$ cat src/rtl/periodic_cmp_timer.sv
`timescale 1ns/1ps
module periodic_cmp_timer #(
  parameter int TW = 32
) (
  input  logic        clk,
  input  logic        rst_n,
  input  logic [2:0]  addr,
  input  logic        wr_en,
  input  logic [31:0] wr_data,
  output logic [31:0] rd_data,
  input  logic        ce_pclk,
  input  logic        ce_hfclk,
  input  logic        ce_32k,
  output logic        irq
);
  localparam logic [25:0] KEEP_MASK = 26'h03C_0003;
  localparam logic [25:0] SWR_MASK  = 26'h001_0000;
  localparam logic [TW-1:0] ALL_ONES = '1;

  logic [25:0]   ctrl;
  logic          flag;
  logic [TW-1:0] load_q, cmp_q, count;
  logic [11:0]   psc;
  logic          src_ce;

  wire en     = ctrl[0];
  wire enmod  = ctrl[1];
  wire ocien  = ctrl[2];
  wire rld    = ctrl[3];
  wire [11:0] presc = ctrl[15:4];
  wire ovw    = ctrl[17];

  wire ctrl_wr = wr_en && addr == 3'd0;
  wire sts_wr  = wr_en && addr == 3'd1;
  wire ld_wr   = wr_en && addr == 3'd2;
  wire cmp_wr  = wr_en && addr == 3'd3;
  wire swr     = ctrl_wr && wr_data[16];
  wire restart = ctrl_wr && !en && wr_data[0] && wr_data[1];

  always_comb begin
    case (ctrl[25:24])
      2'b01:   src_ce = ce_pclk;
      2'b10:   src_ce = ce_hfclk;
      2'b11:   src_ce = ce_32k;
      default: src_ce = 1'b0;
    endcase
  end

  wire run  = en && src_ce && !ctrl_wr;
  wire tick = run && psc == presc;
  wire hit  = tick && ocien && count == cmp_q;

  always_ff @(posedge clk or negedge rst_n) begin
    if (!rst_n)       psc <= '0;
    else if (ctrl_wr) psc <= '0;
    else if (run)     psc <= tick ? '0 : psc + 12'd1;
  end

  always_ff @(posedge clk or negedge rst_n) begin
    if (!rst_n)       ctrl <= '0;
    else if (ctrl_wr) ctrl <= swr ? (wr_data[25:0] & KEEP_MASK) : (wr_data[25:0] & ~SWR_MASK);
  end

  always_ff @(posedge clk or negedge rst_n) begin
    if (!rst_n)                   flag <= 1'b0;
    else if (swr)                 flag <= 1'b0;
    else if (hit)                 flag <= 1'b1;
    else if (sts_wr && wr_data[0]) flag <= 1'b0;
  end

  always_ff @(posedge clk or negedge rst_n) begin
    if (!rst_n) begin
      load_q <= ALL_ONES;
      cmp_q  <= '0;
    end else if (swr) begin
      load_q <= ALL_ONES;
      cmp_q  <= '0;
    end else begin
      if (ld_wr)  load_q <= wr_data[TW-1:0];
      if (cmp_wr) cmp_q  <= wr_data[TW-1:0];
    end
  end

  always_ff @(posedge clk or negedge rst_n) begin
    if (!rst_n)              count <= '0;
    else if (swr)            count <= '0;
    else if (restart)        count <= wr_data[3] ? load_q : ALL_ONES;
    else if (ld_wr && ovw)   count <= wr_data[TW-1:0];
    else if (tick)           count <= (count == '0) ? (rld ? load_q : ALL_ONES) : count - 1'b1;
  end

  always_comb begin
    case (addr)
      3'd0:    rd_data = 32'(ctrl);
      3'd1:    rd_data = {31'd0, flag};
      3'd2:    rd_data = 32'(load_q);
      3'd3:    rd_data = 32'(cmp_q);
      3'd4:    rd_data = 32'(count);
      default: rd_data = '0;
    endcase
  end

  assign irq = flag && ocien && en;


  swr_bit_zero_chk: assert property (@(posedge clk) disable iff (!rst_n) ctrl_wr |=> !ctrl[16]);


  soft_reset_chk: assert property (@(posedge clk) disable iff (!rst_n)
    swr |=> (load_q == ALL_ONES && count == '0 && cmp_q == '0 && !flag && psc == '0));


  psc_range_chk: assert property (@(posedge clk) disable iff (!rst_n) psc <= presc || $past(ctrl_wr));


  decrement_chk: assert property (@(posedge clk) disable iff (!rst_n)
    (tick && count != '0 && !(ld_wr && ovw)) |=> count == $past(count) - 1'b1);


  zero_reload_chk: assert property (@(posedge clk) disable iff (!rst_n)
    (tick && count == '0 && !(ld_wr && ovw)) |=> count == ($past(rld) ? $past(load_q) : ALL_ONES));


  overwrite_chk: assert property (@(posedge clk) disable iff (!rst_n)
    (ld_wr && ovw) |=> count == $past(wr_data[TW-1:0]));


  flag_set_chk: assert property (@(posedge clk) disable iff (!rst_n) hit |=> flag);


  flag_clear_chk: assert property (@(posedge clk) disable iff (!rst_n)
    (sts_wr && wr_data[0] && !hit) |=> !flag);


  hold_when_off_chk: assert property (@(posedge clk) disable iff (!rst_n)
    (!en && !ctrl_wr && !ld_wr) |=> $stable(count));


  no_set_when_off_chk: assert property (@(posedge clk) disable iff (!rst_n)
    (!en && !flag) |=> !flag);


  bad_index_chk: assert property (@(posedge clk) disable iff (!rst_n)
    (wr_en && addr > 3'd4 && !tick) |=> ($stable(ctrl) && $stable(load_q) && $stable(cmp_q) && $stable(count)));
endmodule

$ cat config.mk
export PLATFORM = sky130hd
export DESIGN_NAME = periodic_cmp_timer
export DESIGN_NICKNAME = d
export VERILOG_FILES = /design/src/rtl/periodic_cmp_timer.sv
export SDC_FILE = /design/constraint.sdc
export NUM_CORES = 1
export LEC_CHECK = 0
export BUFFER_PORTS_ARGS = -buffer_cell sky130_fd_sc_hd__buf_2
export CORE_ASPECT_RATIO = 1.25
export CORE_UTILIZATION = 60
export CTS_CLUSTER_SIZE = 10
export DETAILED_ROUTE_END_ITERATION = 8
export PLACE_DENSITY = 0.8
export SYNTH_ARGS = -nofsm -noshare
export SYNTH_HDL_FRONTEND = slang
export SYNTH_SLANG_ARGS = --single-unit
$ cat constraint.sdc
create_clock -name clk -period 4.5 [get_ports clk]
set_input_delay 0.9 -clock clk [delete_from_list [all_inputs] [get_ports clk]]
set_output_delay 0.9 -clock clk [all_outputs]
set_load 0.05 [all_outputs]
==> run summary <==
=========================================================================================
Boundary Pins                                                                          74
Run status                                                                   finished, final reports clean
Mapped Cells                                                                        1,032
Worst endpoint data arrival time                                                  2.81 ns
Worst-case setup slack after placement                                           0.853 ns
Max Cap Viol                                                                            0
Wire length of the first global-routing pass                                    44,300 um
Pin count of the biggest net entering global routing                                   93
1st-iter DRT viols                                                                    951
Pin slew with the least headroom to its limit                                     1.11 ns
Number of synthesis warnings                                                            0
Buffer levels on the longest clock path                                                 2
CTS tree                                                                             done
Worst reg2reg path depth                                                                6
Core Rows                                                                              47
Die outline width                                                                  107 um
Port Buffer Count                                                                      73
TritonCTS buffer count                                                                 17
Max-Slew Margin vs Limit                                                            25.3%
Total Wirelength                                                                28,000 um
Number of sinks handled by clock tree synthesis                                       134
FF-to-FF End                                                                    count[17]
Worst Skew                                                                     0.00745 ns
Number of filler cells placed in the layout                                         1,082
Final routed DRC violation total                                                        0
WP data required                                                                  3.60 ns
Endpoint with the worst hold slack                                               ctrl[20]
Syn avg cell area                                                                8.07 um2
Insertion delay to the later sink of the worst-skew pair                          0.43 ns
Final cell area excluding filler cells                                           9420 um2
Final antenna-violating net count                                                       0
Type of element capturing the critical path                                  primary output
Fraction of final layout cells with drive strength greater than 1                   16.9%
Total inserted antenna cells                                                            0
Initial cell density of the core                                                    62.1%
Largest fanout on the critical path                                                    18
Setup WS post-layout                                                             0.786 ns
Post-CTS Hold Buffers                                                                   0
Setup repair after global routing missed its margin                                 false
Fin. Hold Viols                                                                         0
Most frequently used flop master after synthesis                             sky130_fd_sc_hd__dfrtp_1
Reg clk slew, reported paths                                                      0.06 ns
Area grow syn2layout                                                                13.1%
Number of pins with negative max-slew slack in the final report                         0
Endpoints failing setup                                                                 0
Area inside the core boundary                                                  13,400 um2
Launching element type of the critical path                                    input port
Count of different cell masters after synthesis                                        62
Maximum achievable frequency                                                      269 MHz
Deepest level of the CTS H-tree                                                         4
Launching point of the worst reg2reg path                                       count[26]
Number of nets produced by synthesis                                                1,076
Total global routing track utilization                                              41.1%
Post-CTS repair timing setup buffer count                                               0
Share of the cycle needed by the critical path after routing                        82.5%
Placement Cell Area                                                              8810 um2
VDD IR-drop max                                                                    335 uV
Number of flops mapped to enable cells by yosys                                         0
Share of synthesized area occupied by flip-flops and latches                        40.8%
Summed instance area of the synthesized netlist                                  8320 um2
Accumulated negative setup slack                                                     0 ns
Power per cell area                                                            552 nW/um2
Routed length per placed instance                                                 22.4 um
Sum of overflow across all layers after global routing                                  0
Final weighted congestion in routability-driven placement                           0.974
Reg-to-reg setup timing slack                                                     1.15 ns
Number of synthesized register bits                                                   134
Proportion of register bits with asynchronous set or reset after synthesis           100%
DR pass1 iterations                                                                     6
Worst hold path type                                                              reg2reg
Antenna violations before repair                                                        0
Die extent in y                                                                    134 um
Origin of the worst min-delay path                                               ctrl[20]
DP HPWL                                                                         18,900 um
Pleak                                                                          0.00451 uW
Number of global-route vias before repair                                           8,114
Die Footprint                                                                  14,400 um2
CTS Root Buffer Type                                                         sky130_fd_sc_hd__clkbuf_16
Crit path kind                                                                     in2out
Vias per cell                                                                        6.74
Via total after detailed routing                                                    8,416
NumNets Final                                                                       1,109
Worst hold stages                                                                       2
Quantity of gates resized following cts                                                 0
Post-layout min period                                                            3.71 ns
=========================================================================================
==> cell usage after synthesis (7+ instances only) <==
library cell | number | area, um2
sky130_fd_sc_hd__xor2_1 | 61 | 534
sky130_fd_sc_hd__o21ai_1 | 13 | 65.1
sky130_fd_sc_hd__nor4_1 | 21 | 131
sky130_fd_sc_hd__nor3_1 | 21 | 105
sky130_fd_sc_hd__o221ai_1 | 10 | 87.6
sky130_fd_sc_hd__inv_1 | 21 | 78.8
sky130_fd_sc_hd__nand3_1 | 48 | 240
sky130_fd_sc_hd__clkbuf_1 | 80 | 300
sky130_fd_sc_hd__o21ai_0 | 57 | 285
sky130_fd_sc_hd__dfstp_2 | 32 | 841
sky130_fd_sc_hd__mux2i_1 | 10 | 100
sky130_fd_sc_hd__a21o_1 | 9 | 67.6
sky130_fd_sc_hd__nand2b_1 | 23 | 144
sky130_fd_sc_hd__nor2_1 | 46 | 173
sky130_fd_sc_hd__and3_1 | 8 | 50.1
sky130_fd_sc_hd__nor3b_1 | 8 | 60.1
sky130_fd_sc_hd__o22a_1 | 7 | 61.3
sky130_fd_sc_hd__a21oi_1 | 74 | 370
sky130_fd_sc_hd__dfrtp_1 | 102 | 2550
sky130_fd_sc_hd__nand2_1 | 224 | 841
sky130_fd_sc_hd__a22oi_1 | 50 | 375
sky130_fd_sc_hd__o31ai_1 | 9 | 67.6
==> layout by cell type (no fill, tap or decap), drive strengths merged, types with 6 or more instances in the layout <==
cell type	instances
nand2	224
dfrtp	102
buf	102
a21oi	74
o21ai	70
xor2	61
a22oi	50
nand3	49
nor2	46
dfstp	32
inv	24
nand2b	23
nor4	22
nor3	22
clkbuf	18
o221ai	10
mux2i	10
o31ai	9
a21o	9
and3	8
nor3b	8
o22a	7
or3	7
xnor2	6
o211ai	6
a32o	6
and2	6
==> worst max-delay path, cell delays in order <==
cell and delay [ns]:
sky130_fd_sc_hd__buf_2 0.38, sky130_fd_sc_hd__inv_1 0.15, sky130_fd_sc_hd__nor2_2 0.47, sky130_fd_sc_hd__buf_4 0.38, sky130_fd_sc_hd__a22oi_1 0.16, sky130_fd_sc_hd__nand2_1 0.09, sky130_fd_sc_hd__buf_2 0.25
==> layout make-up <==
type	instances	area (um2)	share of cell area, %
multi-input cells	789	4540	48.2
flip-flops and latches	134	3390	36.0
repair buffers	102	589	6.26
clock buffers	18	429	4.56
well taps	171	214	2.27
clock inverters	14	176	1.87
inverters	21	78.8	0.837
==> cell families after synthesis <==
logic type               Yosys count  synth area share (%)
AO/OA/AOI/OAI                    272                  20.9
XOR/XNOR                          67                  7.05
adder cells (fa/ha/maj)            3                 0.451
buffers and inverters            109                  5.17
flip-flops                       134                  40.8
multiplexers                      12                  1.47
AND/OR/NAND/NOR                  435                  24.2
==> metal layers <==
| metal | global-route usage (%) | wire, um | share of wire (%) |
|---|---|---|---|
| met5 | 0 | 0 | 0 |
| met4 | 26.6 | 1670 | 6.0 |
| met3 | 10.4 | 3060 | 11 |
| met2 | 62.0 | 12900 | 46 |
| met1 | 52.4 | 10400 | 37 |
==> stage by stage <==
stage	total power [uW]	hold slack (ns)	instances	utilization [%]
floorplan	3110	0.446	1032	-
global route	5430	0.506	1249	70.2
detailed placement	3690	0.463	1217	65.7
finish	5200	0.480	1249	70.2
CTS	5140	0.482	1249	70.2
global placement	3650	0.458	1217	65.7
==> how the worst max path moves through the flow <==
stage          startpoint     endpoint  slack [ns]  cells after the start
6_report          addr[0]   rd_data[8]        0.79                      7
5_1_grt           addr[0]   rd_data[8]        0.71                      7
4_1_cts           addr[0]   rd_data[8]        0.86                      7
3_5_place_dp      addr[0]   rd_data[1]        0.85                      7
3_3_place_gp      addr[0]  rd_data[11]        0.96                      7
2_1_floorplan     addr[0]  rd_data[16]        0.81                      4
==> power breakdown <==
| group | switching, uW | internal [uW] |
|---|---|---|
| sequential | 452 | 1530 |
| clock | 574 | 875 |
| combinational | 1110 | 666 |
==> state kept, by name, indices dropped and copies added (netlist names) <==
name and cells:
cmp_q 32, ctrl 25, load_q 32, psc 12
flag 1, count 32
Power figures use the tool's default switching activity.
